## src/rtl/msi_req_pkg.sv

```systemverilog
package msi_req_pkg;
  // Clamp the multiple-message exponent to the largest vector index width.
  function automatic logic [2:0] alloc_exp(input logic [2:0] mme, input int vw);
    alloc_exp = (int'(mme) > vw) ? 3'(vw) : mme;
  endfunction

  localparam logic [2:0] FMT_3DW_D = 3'b010;
  localparam logic [2:0] FMT_4DW_D = 3'b011;
  localparam logic [4:0] TYPE_MEM  = 5'b00000;
endpackage

```

## src/rtl/msi_vec_map.sv

```systemverilog
module msi_vec_map #(
  parameter int VW  = 5,
  parameter int LGW = 3
) (
  input  logic [LGW-1:0] lg,
  input  logic           share,
  input  logic [VW-1:0]  app_num,
  output logic [VW-1:0]  sys_vec,
  output logic [VW-1:0]  hp_vec,
  output logic [VW-1:0]  app_vec
);
  logic [VW:0]   n_alloc;
  logic [VW-1:0] app_top;

  always_comb begin
    n_alloc = (VW+1)'(1) << lg;
    if (lg == '0) begin
      sys_vec = '0;
      hp_vec  = '0;
      app_top = '0;
    end else if (lg == LGW'(1)) begin
      sys_vec = VW'(1);
      hp_vec  = VW'(1);
      app_top = '0;
    end else begin
      sys_vec = VW'(n_alloc - 1);
      hp_vec  = share ? VW'(n_alloc - 1) : VW'(n_alloc - 2);
      app_top = share ? VW'(n_alloc - 2) : VW'(n_alloc - 3);
    end
    app_vec = (app_num > app_top) ? app_top : app_num;
  end
endmodule

```

## src/rtl/msi_pend_store.sv

```systemverilog
module msi_pend_store #(
  parameter int NVEC = 32,
  parameter int VW   = 5,
  parameter int TCW  = 3,
  parameter int BSW  = 2
) (
  input  logic                      clk,
  input  logic                      rst_n,
  input  logic                      sys_set,
  input  logic                      hp_set,
  input  logic                      app_set,
  input  logic [VW-1:0]             sys_vec,
  input  logic [VW-1:0]             hp_vec,
  input  logic [VW-1:0]             app_vec,
  input  logic [TCW-1:0]            app_tc,
  input  logic                      bw_en,
  input  logic [BSW-1:0]            bw_sel,
  input  logic [7:0]                bw_byte,
  input  logic                      clr_en,
  input  logic [VW-1:0]             clr_vec,
  output logic [NVEC-1:0]           pend,
  output logic [NVEC-1:0][TCW-1:0]  tc_arr
);
  logic [NVEC-1:0] pend_q, pend_d, set_sys, set_app;
  logic            pend_en;

  always_comb begin
    set_sys = '0;
    set_app = '0;
    if (sys_set) set_sys[sys_vec] = 1'b1;
    if (hp_set)  set_sys[hp_vec]  = 1'b1;
    if (app_set) set_app[app_vec] = 1'b1;
    pend_d = pend_q;
    if (clr_en) pend_d[clr_vec] = 1'b0;
    if (bw_en)  pend_d[{bw_sel, 3'b000} +: 8] = bw_byte;
    pend_d  = pend_d | set_sys | set_app;
    pend_en = clr_en | bw_en | (|set_sys) | (|set_app);
  end

  always_ff @(posedge clk or negedge rst_n) begin
    if (!rst_n)       pend_q <= '0;
    else if (pend_en) pend_q <= pend_d;
  end

  // Traffic class per vector: hardware sources force class 0.
  for (genvar i = 0; i < NVEC; i++) begin : g_tc
    logic [TCW-1:0] tc_q;
    always_ff @(posedge clk or negedge rst_n) begin
      if (!rst_n)          tc_q <= '0;
      else if (set_sys[i]) tc_q <= '0;
      else if (set_app[i]) tc_q <= app_tc;
    end
    assign tc_arr[i] = tc_q;
  end

  assign pend = pend_q;
endmodule

```

## src/rtl/msi_lowest_pick.sv

```systemverilog
module msi_lowest_pick #(
  parameter int NVEC = 32,
  parameter int VW   = 5
) (
  input  logic [NVEC-1:0] cand,
  output logic            found,
  output logic [VW-1:0]   idx
);
  always_comb begin
    found = 1'b0;
    idx   = '0;
    for (int i = NVEC-1; i >= 0; i--) begin
      if (cand[i]) begin
        found = 1'b1;
        idx   = VW'(i);
      end
    end
  end
endmodule

```

## src/rtl/msi_tlp_fmt.sv

```systemverilog
module msi_tlp_fmt
  import msi_req_pkg::*;
#(
  parameter int TCW = 3
) (
  input  logic [63:2]    addr,
  input  logic           a64,
  input  logic [15:0]    req_id,
  input  logic [TCW-1:0] tc,
  output logic [127:0]   hdr
);
  logic [31:0] dw0, dw1, dw2, dw3;

  always_comb begin
    dw0 = {(a64 ? FMT_4DW_D : FMT_3DW_D), TYPE_MEM, 1'b0, 3'(tc), 4'b0000, 6'b000000, 10'd1};
    dw1 = {req_id, 8'h00, 4'b0000, 4'b1111};
    if (a64) begin
      dw2 = addr[63:32];
      dw3 = {addr[31:2], 2'b00};
    end else begin
      dw2 = {addr[31:2], 2'b00};
      dw3 = '0;
    end
    hdr = {dw3, dw2, dw1, dw0};
  end
endmodule

```

## src/rtl/msi_req_gen.sv

```systemverilog
module msi_req_gen
  import msi_req_pkg::*;
#(
  parameter int          NVEC      = 32,
  parameter int          TCW       = 3,
  parameter logic [2:0]  FUNC_ID   = 3'd0,
  parameter bit          GLOBAL_EN = 1'b0,
  localparam int         VW        = $clog2(NVEC),
  localparam int         LGW       = $clog2(VW+1),
  localparam int         BSW       = $clog2(NVEC/8)
) (
  input  logic            clk,
  input  logic            rst_n,
  input  logic [2:0]      cfg_mme,
  input  logic            cfg_hp_share,
  input  logic [63:2]     cfg_msi_addr,
  input  logic            cfg_addr64,
  input  logic [15:0]     cfg_msi_data,
  input  logic [15:0]     cfg_req_id,
  input  logic [NVEC-1:0] cfg_mask,
  input  logic            app_irq_vld,
  input  logic [VW-1:0]   app_irq_num,
  input  logic [TCW-1:0]  app_irq_tc,
  input  logic [NVEC-1:0] app_vec_en,
  input  logic            app_glb_en,
  input  logic            hp_pm_evt,
  input  logic            sys_err_evt,
  input  logic            pnd_wr,
  input  logic [2:0]      pnd_func,
  input  logic [BSW-1:0]  pnd_sel,
  input  logic [7:0]      pnd_byte,
  output logic [NVEC-1:0] pend_bits,
  output logic            req_valid,
  input  logic            req_ready,
  output logic [127:0]    req_hdr,
  output logic [31:0]     req_data
);
  logic [LGW-1:0]            lg;
  logic [VW:0]               n_alloc;
  logic [NVEC-1:0]           alloc_msk;
  logic [15:0]               low_msk;
  logic [VW-1:0]             sys_vec, hp_vec, app_vec, pick_idx;
  logic                      app_ok, pick_found, accept, load;
  logic [NVEC-1:0][TCW-1:0]  tc_arr;
  logic [127:0]              hdr_d;

  logic                      req_valid_q, req_valid_d;
  logic [VW-1:0]             req_vec_q;
  logic [127:0]              req_hdr_q;
  logic [31:0]               req_data_q, data_d;

  always_comb begin
    lg        = LGW'(alloc_exp(cfg_mme, VW));
    n_alloc   = (VW+1)'(1) << lg;
    alloc_msk = ~({NVEC{1'b1}} << n_alloc);
    low_msk   = 16'(n_alloc - 1);
  end

  msi_vec_map #(.VW(VW), .LGW(LGW)) u_map (
    .lg(lg), .share(cfg_hp_share), .app_num(app_irq_num),
    .sys_vec(sys_vec), .hp_vec(hp_vec), .app_vec(app_vec)
  );

  assign app_ok = GLOBAL_EN ? app_glb_en : app_vec_en[app_vec];
  assign accept = req_valid_q & req_ready;

  msi_pend_store #(.NVEC(NVEC), .VW(VW), .TCW(TCW), .BSW(BSW)) u_pend (
    .clk(clk), .rst_n(rst_n),
    .sys_set(sys_err_evt), .hp_set(hp_pm_evt), .app_set(app_irq_vld & app_ok),
    .sys_vec(sys_vec), .hp_vec(hp_vec), .app_vec(app_vec), .app_tc(app_irq_tc),
    .bw_en(pnd_wr & (pnd_func == FUNC_ID)), .bw_sel(pnd_sel), .bw_byte(pnd_byte),
    .clr_en(accept), .clr_vec(req_vec_q),
    .pend(pend_bits), .tc_arr(tc_arr)
  );

  msi_lowest_pick #(.NVEC(NVEC), .VW(VW)) u_pick (
    .cand(pend_bits & ~cfg_mask & alloc_msk), .found(pick_found), .idx(pick_idx)
  );

  msi_tlp_fmt #(.TCW(TCW)) u_fmt (
    .addr(cfg_msi_addr), .a64(cfg_addr64), .req_id(cfg_req_id),
    .tc(tc_arr[pick_idx]), .hdr(hdr_d)
  );

  always_comb begin
    load        = ~req_valid_q & pick_found;
    req_valid_d = load | (req_valid_q & ~req_ready);
    data_d      = {16'h0000, (cfg_msi_data & ~low_msk) | (16'(pick_idx) & low_msk)};
  end

  always_ff @(posedge clk or negedge rst_n) begin
    if (!rst_n) req_valid_q <= 1'b0;
    else        req_valid_q <= req_valid_d;
  end

  always_ff @(posedge clk or negedge rst_n) begin
    if (!rst_n) begin
      req_vec_q  <= '0;
      req_hdr_q  <= '0;
      req_data_q <= '0;
    end else if (load) begin
      req_vec_q  <= pick_idx;
      req_hdr_q  <= hdr_d;
      req_data_q <= data_d;
    end
  end

  assign req_valid = req_valid_q;
  assign req_hdr   = req_hdr_q;
  assign req_data  = req_data_q;
endmodule

```

## config.mk

```make
export PLATFORM = sky130hd
export DESIGN_NAME = msi_req_gen
export DESIGN_NICKNAME = d
export VERILOG_FILES = /design/src/rtl/msi_req_pkg.sv /design/src/rtl/msi_vec_map.sv /design/src/rtl/msi_pend_store.sv /design/src/rtl/msi_lowest_pick.sv /design/src/rtl/msi_tlp_fmt.sv /design/src/rtl/msi_req_gen.sv
export SDC_FILE = /design/constraint.sdc
export NUM_CORES = 1
export LEC_CHECK = 0
export ABC_AREA = 1
export ABC_CLOCK_PERIOD_IN_PS = 3600
export BUFFER_PORTS_ARGS = -buffer_cell sky130_fd_sc_hd__buf_4
export CAP_MARGIN = 20
export CORE_MARGIN = 2
export CORE_UTILIZATION = 35
export CTS_CLUSTER_SIZE = 40
export DETAILED_ROUTE_END_ITERATION = 12
export GPL_TIMING_DRIVEN = 0
export HOLD_SLACK_MARGIN = 0.1
export PLACE_DENSITY_LB_ADDON = 0.3
export SLEW_MARGIN = 25
export SYNTH_ARGS = -nofsm -noshare
export SYNTH_HDL_FRONTEND = slang
export SYNTH_SLANG_ARGS = --single-unit
```

## constraint.sdc

```tcl
create_clock -name clk -period 3.6 [get_ports clk]
set_input_delay 0.18 -clock clk [delete_from_list [all_inputs] [get_ports clk]]
set_output_delay 0.18 -clock clk [all_outputs]
set_load 0.05 [all_outputs]
```

### Yosys cells after proc, flatten, opt, wreduce, memory -nomap -nowiden

Cells that the tools add are included.

| storage, ports and cells | value |
|---|---|
| register bits after elaboration | 241 |
| word-level logic and storage cells | 280 |
| input port bits | 192 |
| output and inout port bits | 193 |

| operators by class | value |
|---|---|
| multiplexer cells | 159 |
| shift operators | 4 |
| bitwise logic cells | 24 |
| $lt $le $gt $ge | 11 |
| reductions and logical operators | 40 |
| equal/unequal tests | 1 |
| add/sub/neg operators | 4 |

Operators with widths:

| operator | count |
|---|---|
| $mux 32 | 7 |
| $mux 5 | 41 |
| $mux 3 | 66 |
| $and 32x32->32 | 3 |
| $not 32->32 | 3 |
| $or 32x32->32 | 3 |
| $reduce_bool 2->1 | 32 |
| $reduce_or 32->1 | 2 |
| $mux 1 | 38 |
| $bwmux 32 | 1 |
| $shift 8x7->32 const A | 1 |
| $shiftx 8x7->32 | 1 |
| $shl 32x6->32 const A | 1 |
| $lt 5x6->1 const B | 5 |
| $demux 1 s5 | 4 |
| $ge 5x1->1 const B | 4 |
| $and 16x16->16 | 1 |
| $and 5x16->16 | 1 |
| $not 16->16 | 1 |
| $or 16x16->16 | 1 |
| $bmux 3 s5 | 1 |
| $sub 5x2->5 const B | 2 |
| $neg 5->7 | 1 |
| $sub 6x1->7 const B | 1 |
| 10 further kinds | 22 |

### Depth between registers and ports, before layout

Gate-level depths: netlist of the first run.

| logic depth | value |
|---|---|
| word-level depth | 40 |
| mapped depth | 38 |
| mapped depth without buffers | 37 |

### Modules after synthesis

From an unflattened synthesis of the first run, not the netlist that was laid out.

| second synthesis, totals | value |
|---|---|
| cells, all modules | 2427 |
| area, all modules | 16289.4 um^2 |

By module, submodules not included:

| module | cells an instance | seq. area each (um^2) | times used | area each (um^2) |
|---|---|---|---|---|
| msi_req_gen | 1051 | 3753.6 | 1 | 7526.0 |
| msi_pend_store | 972 | 3203.1 | 1 | 6786.5 |
| msi_tlp_fmt | 233 | 0.0 | 1 | 1177.4 |
| msi_lowest_pick | 107 | 0.0 | 1 | 442.9 |
| msi_vec_map | 64 | 0.0 | 1 | 356.6 |

### Worst setup path before layout of the first run

No wires, ideal clock.

| path | value |
|---|---|
| kind | input-to-reg |
| start | in cfg_mme[2] |
| end | reg u_pend.g_tc[11].tc_q[2] |
| arrival time | 3.757 ns |
| required time | 3.471 ns |
| cell stages on the path | 28 |
| setup time | 0.129 ns |
| slack | -0.286 ns |
| path buffers | 2 |
| cells stage by stage | clkbuf_1 > nor2_1 > inv_1 > nor2_1 > inv_1 > ha_1 > inv_1 > xor2_1 > o22ai_1 > inv_1 > ha_1 > nand2_1 > o311ai_2 > nand2_1 > o21ai_1 > nor2_1 > inv_2 > o22a_1 > o221ai_1 > nand2_1 > nand2_1 > a21oi_1 > nand4_2 > nor2_2 > buf_4 > nand2_1 > nand2_1 > o21ai_1 |

| between the ends | value |
|---|---|
| longest elaborated chain between the ends | 15 |
| elaborated cells on any way between the ends | 42 |
| those cells by class | add/sub: 3; order compare: 8; eq/ne: 1; shift: 1; mux: 22; bitwise: 2; reduce/logical: 5 |

RTL lines:

| what | RTL line | text |
|---|---|---|
| start, declared | msi_req_gen.sv:14 | `input logic [2:0] cfg_mme,` |
| $gt 3x3->1 | msi_req_pkg.sv:4 | `alloc_exp = (int'(mme) > vw) ? 3'(vw) : mme;` |
| $mux 3 * | msi_req_pkg.sv:4 |  |
| $shl 1x3->6 | msi_vec_map.sv:16 | `n_alloc = (VW+1)'(1) << lg;` |
| $sub 5x2->5, on equally long branches | msi_vec_map.sv:28, msi_vec_map.sv:27 |  |
| $mux 5 | msi_vec_map.sv:28 | `app_top = share ? VW'(n_alloc - 2) : VW'(n_alloc - 3);` |
| $mux 5 | msi_vec_map.sv:21 | `end else if (lg == LGW'(1)) begin` |
| $mux 5 | msi_vec_map.sv:17 | `if (lg == '0) begin` |
| $gt 5x5->1 | msi_vec_map.sv:30 | `app_vec = (app_num > app_top) ? app_top : app_num;` |
| $mux 5 | msi_vec_map.sv:30 |  |
| $lt 5x6->1 (implied by the code) / $ge 5x1->1 (equally long branches) | msi_pend_store.sv:32 | `if (app_set) set_app[app_vec] = 1'b1;` |
| $logic_and 1x1->1 (implied by the code) | msi_pend_store.sv:32 |  |
| $mux 1 (implied by the code) | msi_pend_store.sv:32 |  |
| $demux 1 s5 | - |  |
| $mux 32 | msi_pend_store.sv:32 |  |
| $reduce_bool 2->1 (no line) | - |  |
| end signal, assigned | msi_pend_store.sv:51 | `else if (set_app[i]) tc_q <= app_tc;` |
| end, declared | msi_pend_store.sv:47 | `logic [TCW-1:0] tc_q;` |

Mark *: on every way between the ends. The rest lies on a longest branch, timed or not. The select of a mux whose other input is x is not followed.
A chain may end at the register's enable or synchronous reset.

### Final worst setup path of the first run

| path | value |
|---|---|
| start | in cfg_mme[2] |
| end | reg u_pend.pend_q[7] (netlist: u_pend.pend[7]) |

| between the ends | value |
|---|---|
| longest elaborated chain between the ends | 16 |
| elaborated cells on any way between the ends | 46 |
| those cells by class | add/sub: 3; order compare: 8; eq/ne: 1; shift: 1; mux: 21; bitwise: 6; reduce/logical: 6 |

RTL lines:

| what | RTL line | text |
|---|---|---|
| $gt 3x3->1 | msi_req_pkg.sv:4 |  |
| $mux 3 * | msi_req_pkg.sv:4 |  |
| $shl 1x3->6 | msi_vec_map.sv:16 |  |
| $sub 5x2->5, or another cell as far along | msi_vec_map.sv:28 |  |
| $mux 5, on equally long branches | msi_vec_map.sv:28, msi_vec_map.sv:21, msi_vec_map.sv:27 |  |
| $mux 5, on equally long branches | msi_vec_map.sv:21, msi_vec_map.sv:17 |  |
| $mux 5, or another cell as far along | msi_vec_map.sv:17 |  |
| $gt 5x5->1, or another cell as far along | msi_vec_map.sv:30 |  |
| $mux 5, or another cell as far along | msi_vec_map.sv:30 |  |
| $lt 5x6->1 (implied by the code), or another cell as far along | msi_pend_store.sv:32 |  |
| $logic_and 1x1->1 (implied by the code), or another cell as far along | msi_pend_store.sv:32 |  |
| $mux 1 (implied by the code) / $or 32x32->32 (equally long branches) | - |  |
| $demux 1 s5 / $mux 32 (equally long branches) | - |  |
| $mux 32 / $reduce_or 32->1 (equally long branches) | msi_pend_store.sv:32, msi_pend_store.sv:37 |  |
| $reduce_or 32->1 / $or 1x1->1 (equally long branches) | msi_pend_store.sv:37 | `pend_en = clr_en \| bw_en \| (\|set_sys) \| (\|set_app);` |
| $or 1x1->1 | msi_pend_store.sv:37 |  |
| end signal, assigned | msi_pend_store.sv:42 | `else if (pend_en) pend_q <= pend_d;` |
| end, declared | msi_pend_store.sv:24 | `logic [NVEC-1:0] pend_q, pend_d, set_sys, set_app;` |

Marked as above.

==> impl_metrics.py, run 1 <==
metrics = {
    "finish": {
        "final_common_cell": "buf_4",
        "num-fill-cells": 3121,
        "multi_input_area_mm2": 0.00736,
        "drive_gt1_share_pct": 34.5,
        "final_util_pct": 57.6,
        "final_cells": 2847,
        "fin_nets": 2565,
        "layout.area.seq_mm2": 0.00583,
        "layout_common_cells": "440 x buf_4, 414 x nand2_1, 233 x dfrtp_1",
        "final_cell_area_mm2": 0.0210,
        "areaGrowthSynthToFinish_pct": 63.3,
    },
    "clocking": {
        "cts_root_buffer": "clkbuf_16",
        "cts_buffers": 27,
        "clock_path_buffers": 3,
        "cts_tree": "done",
        "clock_latency_ns": 0.57,
        "htreeDepth": 1,
        "clk_pin_slew_ns": 0.06,
        "numClockSinks": 233,
    },
    "critical_path": {
        "cp_max_fo": 7,
        "cp.arrival_ns": 4.31,
        "worst_setup_path_end_kind": "register",
        "slowest_stage": "o311ai_4",
        "cp.required_ns": 4.05,
        "slowest_delay_ns": 0.30,
        "cp-start-kind": "input port",
        "ff2ff_path_depth": 16,
        "critical_path_class": "in2reg",
    },
    "timing": {
        "rsz0062_at_grt": "yes",
        "fin_crit_sh_pct": 107,
        "setup_viol": 120,
        "slew_headroom_pct": 22.9,
        "finalHoldViolCount": 0,
        "slew_violations": 0,
        "fmax_mhz": 259,
        "worstMarginPinSlew_ns": 1.14,
        "layout_setup_ws_ns": -0.257,
        "fin_skew_ns": 0.0318,
        "fin_crit_ns": 3.86,
    },
    "power_and_ir_drop": {
        "swShare_pct": 50.6,
        "pwr_density_cell_mw_per_mm2": 802,
        "pwr-share-comb_pct": 56.5,
        "p_clk_share_pct": 16.2,
        "intPower_uw": 8320,
        "power_switching_uw": 8520,
        "pwr-share-seq_pct": 27.3,
        "p_leak_uw": 0.0103,
        "peakVddDrop_v": 0.000834,
    },
    "run_status": {
        "status": "complete, but fails checks",
        "violations": "negative setup slack",
    },
    "floorplan": {
        "die_area_mm2": 0.0383,
        "die_x_um": 196,
        "core_area_mm2": 0.0364,
        "rows": 70,
        "io_pins": 385,
        "die_h_um": 196,
        "start_util_pct": 35.3,
    },
    "detailed_routing": {
        "vias_per_cell": 5.23,
        "num_vias": 14900,
        "first_iter_violations": 1333,
        "drc": 0,
        "first_pass_iters": 6,
        "drtAntennaViolNets": 0,
        "wire_per_inst_um": 20.7,
        "drt-total-wl_um": 58900,
    },
    "logic_synthesis": {
        "synth_edf_count": 0,
        "ys_seq_area_share_pct": 45.3,
        "synth_top_flop_cell": "dfrtp_1",
        "synth-seq-cells": 233,
        "synthArstFlopShare_pct": 100,
        "yosysWarnings": 0,
        "syn_area_per_cell_um2": 7.37,
        "synth_cells": 1745,
        "synth_cell_types": 42,
        "netlist_area_mm2": 0.0129,
    },
    "global_routing": {
        "gr-total-overflow": 0,
        "grt_use_total_pct": 28.6,
        "grt_pass1_vias": 14300,
        "antenna_found_initial": 0,
        "grt_max_degree": 68,
        "grt_pass1_wl_um": 83800,
    },
    "placed_design": {
        "dpl-instance-area_mm2": 0.0163,
        "dp.cells": 2593,
        "dpl.hpwl_um": 41300,
        "port_buffers": 322,
        "gp_congestion": 0.936,
    },
    "job": {
        "cap_violations": 0,
    },
    "min_path": {
        "hp-class": "in2async",
    },
}
[sequential cells by signal (all words and copies together) (netlist names)]
signal	flops
u_pend.pend	32
req_vec_q	5
req_valid	1
req_hdr	83
req_data	16
u_pend.g_tc.tc_q	96
[power by group through the flow]
stage / logic, uW / clock network, uW / registers (uW)
2_1_floorplan: 3150 / 0 / 6790
5_1_grt: 10100 / 2860 / 4710
4_1_cts: 8760 / 2750 / 4520
6_report: 9500 / 2730 / 4600
3_5_place_dp: 8390 / 0 / 4520
3_3_place_gp: 8320 / 0 / 4520
[synth_stat cells (all sizes together), types with 3 or more instances]
cell	number	area (um^2)
o211ai	26	195
nand3	188	941
o22ai	44	275
ha	14	175
nand3b	13	97.6
o21ai	164	821
a21oi	15	75.1
nor2	75	297
a31oi	6	37.5
nor3	33	165
buf	77	543
dfrtp	233	5830
inv	249	935
nand4	11	75.1
a211oi	7	52.6
o311ai	8	77.6
nand2	512	1920
clkbuf	49	184
o2111ai	3	26.3
[kinds of logic after synthesis]
family | after synthesis | synth area share (%)
buffers and inverters | 377 | 13.0
xor gates and xnor gates | 1 | 0.0681
DFF | 233 | 45.3
adders and majority gates | 14 | 1.36
and+or+nand+nor | 834 | 27.3
AOI/OAI and AO/OA | 285 | 12.9
other | 1 | 0.0292
[area by class of cell]
class                           instances  share of cell area (%)
Buffer                                126                    3.83
Clock inverter                          6                   0.185
Multi-Input combinational cell       1191                    35.0
Timing Repair Buffer                  527                    21.7
Sequential cell                       233                    27.8
Tap cell                              468                    2.79
Timing Repair inverter                  2                  0.0655
Clock buffer                           42                    3.96
Antenna cell                            1                  0.0119
Inverter                              251                    4.62
[critical path: cells and delay by family]
| kind | cells | cell delay (ns) |
|---|---|---|
| AOI/OAI and AO/OA | 7 | 1.33 |
| buffers and inverters | 11 | 1.17 |
| and+or+nand+nor | 11 | 1.07 |
| adders and majority gates | 2 | 0.44 |
| xor gates and xnor gates | 1 | 0.08 |
[per-layer routing]
metal | vias to the layer above | wire, um | GRT usage [%]
met2 | 836 | 28600 | 49.7
met3 | 167 | 4750 | 5.28
met1 | 7106 | 22500 | 35.2
li1 | 6793 | - | -
met5 | - | 0 | 0
met4 | 0 | 3070 | 11.7
[per-stage QoR]
stage | setup TNS (ns) | power [uW] | hold WS [ns] | worst slack [ns]
after CTS | -5.37 | 16000 | 0.121 | -0.136
final | -14.60 | 16800 | 0.109 | -0.257
after detailed placement | -188.25 | 12900 | 0.127 | -1.55
after global placement | -179.69 | 12800 | 0.376 | -1.45
after floorplan | -1.19 | 9950 | -0.116 | -0.0434
after global routing | -33.00 | 17700 | 0.141 | -0.398
[final timing paths]
kind                            startpoint               to  slack (ns)
setup / recovery                cfg_mme[2]   u_pend.pend[7]       -0.26
hold / removal                       rst_n  u_pend.pend[18]        0.11
setup reg to reg           u_pend.pend[30]      req_hdr[20]        0.25
hold reg to reg                req_hdr[55]      req_hdr[55]        0.48
max in group asynchronous            rst_n     req_data[10]        2.48
min in group clk                cfg_mme[2]      req_data[3]        0.13
[timing repair]
item | in CTS | in global routing
gates cloned | 4 | 0
endpoints found under the hold margin | 301 | 0
resized for setup | 143 | 349
hold buffers | 107 | 0
setup buffers | 55 | 40
setup endpoints to repair | 128 | 177
pin swaps | 29 | 61
No activity file was read; power rests on OpenSTA's default activity.
==> run 2: changes to the inputs <==
- REMOVE_ABC_BUFFERS: default -> 1
==> impl_metrics.py, run 2 (same netlist as run 1, synthesis figures left out) <==
metrics = {
    "finish": {
        "layout_common_cells": "427 x nand2_1, 355 x buf_4, 233 x dfrtp_1",
        "final_common_cell": "nand2_1",
        "final_cells": 2699,
        "largest_reg_flops": 96,
        "fin_nets": 2415,
        "regMostFlops": "u_pend.g_tc.tc_q",
        "final_cell_area_mm2": 0.0194,
        "final_util_pct": 53.3,
        "drive_gt1_share_pct": 27.6,
        "areaGrowthSynthToFinish_pct": 50.9,
    },
    "power_and_ir_drop": {
        "swShare_pct": 50.2,
        "power_uw": 16500,
        "pwr-share-seq_pct": 27.5,
        "peakVddDrop_v": 0.000604,
        "intPower_uw": 8200,
        "pwr_density_cell_mw_per_mm2": 849,
        "p_leak_uw": 0.00964,
        "pwr-share-comb_pct": 55.3,
        "power_switching_uw": 8280,
        "p_clk_share_pct": 17.3,
    },
    "timing": {
        "worstMarginPinSlew_ns": 1.12,
        "rsz0062_at_grt": "yes",
        "fin_crit_sh_pct": 103,
        "fmax_mhz": 271,
        "fin_crit_ns": 3.69,
        "setup_viol": 64,
        "finalHoldViolCount": 0,
        "fin_skew_ns": 0.0374,
        "slew_violations": 0,
        "slew_headroom_pct": 25.4,
        "layout_setup_ws_ns": -0.0908,
    },
    "run_status": {
        "violations": "negative setup slack",
        "status": "complete, but fails checks",
    },
    "critical_path": {
        "cp_max_fo": 8,
        "ff2ff_path_depth": 14,
        "slowest_stage": "o311ai_4",
        "r2r_setup_slack_ns": 0.18,
        "r2r_end": "req_hdr[121]",
        "cp.required_ns": 4.09,
        "worst_setup_path_end_kind": "register",
        "cp.arrival_ns": 4.18,
        "r2r-start": "u_pend.pend[31]",
        "cp-start-kind": "input port",
        "slowest_delay_ns": 0.31,
        "critical_path_class": "in2reg",
    },
    "clocking": {
        "cts_tree": "done",
        "clock_latency_ns": 0.57,
        "htreeDepth": 1,
        "clk_pin_slew_ns": 0.06,
        "cts_buffers": 29,
        "cts_root_buffer": "clkbuf_16",
        "numClockSinks": 233,
        "clock_path_buffers": 3,
    },
    "global_routing": {
        "grt_use_total_pct": 25.6,
        "grt_pass1_vias": 13300,
        "grt_max_degree": 82,
        "antenna_found_initial": 1,
        "gr-total-overflow": 0,
        "grt_pass1_wl_um": 76500,
    },
    "min_path": {
        "hold_end": "req_data[5]",
        "min_from": "cfg_mme[2]",
        "worstHoldPathCells": 6,
        "hp-class": "in2reg",
    },
    "floorplan": {
        "rows": 70,
        "core_area_mm2": 0.0364,
        "start_util_pct": 35.3,
        "io_pins": 385,
        "die_area_mm2": 0.0383,
        "die_h_um": 196,
        "die_x_um": 196,
    },
    "detailed_routing": {
        "drt-total-wl_um": 52400,
        "num_vias": 14000,
        "drtAntennaViolNets": 0,
        "vias_per_cell": 5.19,
        "wire_per_inst_um": 19.4,
        "drc": 0,
        "first_pass_iters": 5,
        "first_iter_violations": 1237,
    },
    "placed_design": {
        "pre_cts_ws_ns": -1.98,
        "port_buffers": 327,
        "dp.cells": 2475,
        "dpl.hpwl_um": 35800,
        "gp_congestion": 0.935,
        "dpl-instance-area_mm2": 0.0156,
    },
    "job": {
        "cap_violations": 0,
    },
}
==> run 2: worst max path at each step <==
| stage | startpoint | to | slack (ns) | depth (start not counted) |
|---|---|---|---|---|
| final | cfg_mme[2] | u_pend.g_tc[0].tc_q[2] | -0.09 | 30 |
| after global routing | cfg_mme[2] | u_pend.g_tc[0].tc_q[2] | -0.27 | 30 |
| after CTS | cfg_mme[1] | u_pend.g_tc[13].tc_q[0] | -0.003 | 29 |
| after detailed placement | cfg_mme[2] | u_pend.g_tc[27].tc_q[0] | -1.98 | 27 |
| after global placement | cfg_mme[0] | req_hdr[103] | -6.83 | 17 |
| after floorplan | u_pend.pend[0] | req_hdr[100] | -2.41 | 12 |
==> run 2: final cells by class <==
type	instances	area (um^2)
Clock buffer	47	853
Sequential cell	233	5830
Inverter	251	992
Timing Repair inverter	2	16.3
Tap cell	468	586
Antenna cell	1	2.50
Fill cell	3322	17000
Clock inverter	5	56.3
Multi-Input combinational cell	1193	6730
Timing Repair Buffer	499	4340
==> run 2: timing repair <==
| item | CTS | global route |
|---|---|---|
| endpoints found under the setup margin | 163 | 162 |
| cloned | 2 | 4 |
| pin swaps | 25 | 44 |
| endpoints found under the hold margin | 227 | 0 |
| resized for setup | 124 | 210 |
| setup buffers | 27 | 22 |
| hold buffers | 117 | 0 |
==> run 2: power by group through the flow <==
| stage | clock network [uW] | logic, uW | registers [uW] |
|---|---|---|---|
| 2_1_floorplan | 0 | 2960 | 6790 |
| 4_1_cts | 2860 | 8580 | 4480 |
| 5_1_grt | 2970 | 9710 | 4650 |
| 3_3_place_gp | 0 | 8090 | 4470 |
| 6_report | 2850 | 9110 | 4520 |
| 3_5_place_dp | 0 | 8190 | 4490 |
==> run 2: metal layers <==
metal  wire, um  up-vias  share of wire (%)  GRT usage, %
li1           -     6472                  -             -
met1      21100     6742                 40          32.8
met2      25400      680                 49          43.7
met3       4030      110                7.7          4.52
met4       1840        0                3.5          9.29
met5          0        -                  0             0
==> run 2: metrics by stage <==
step | hold slack (ns) | setup TNS, ns
final | 0.154 | -2.16
after global routing | 0.199 | -23.16
after CTS | 0.144 | -0.00335
after detailed placement | 0.235 | -263.49
after global placement | 0.374 | -783.32
after floorplan | -0.116 | -212.00
==> run 2: worst max-delay path: cells and delay by family <==
family / cells / cell delay [ns]
compound gates: 7 / 1.31
simple gates: 11 / 1.12
buf+inv: 9 / 1.00
fa+ha+maj: 2 / 0.44
xor+xnor: 1 / 0.08
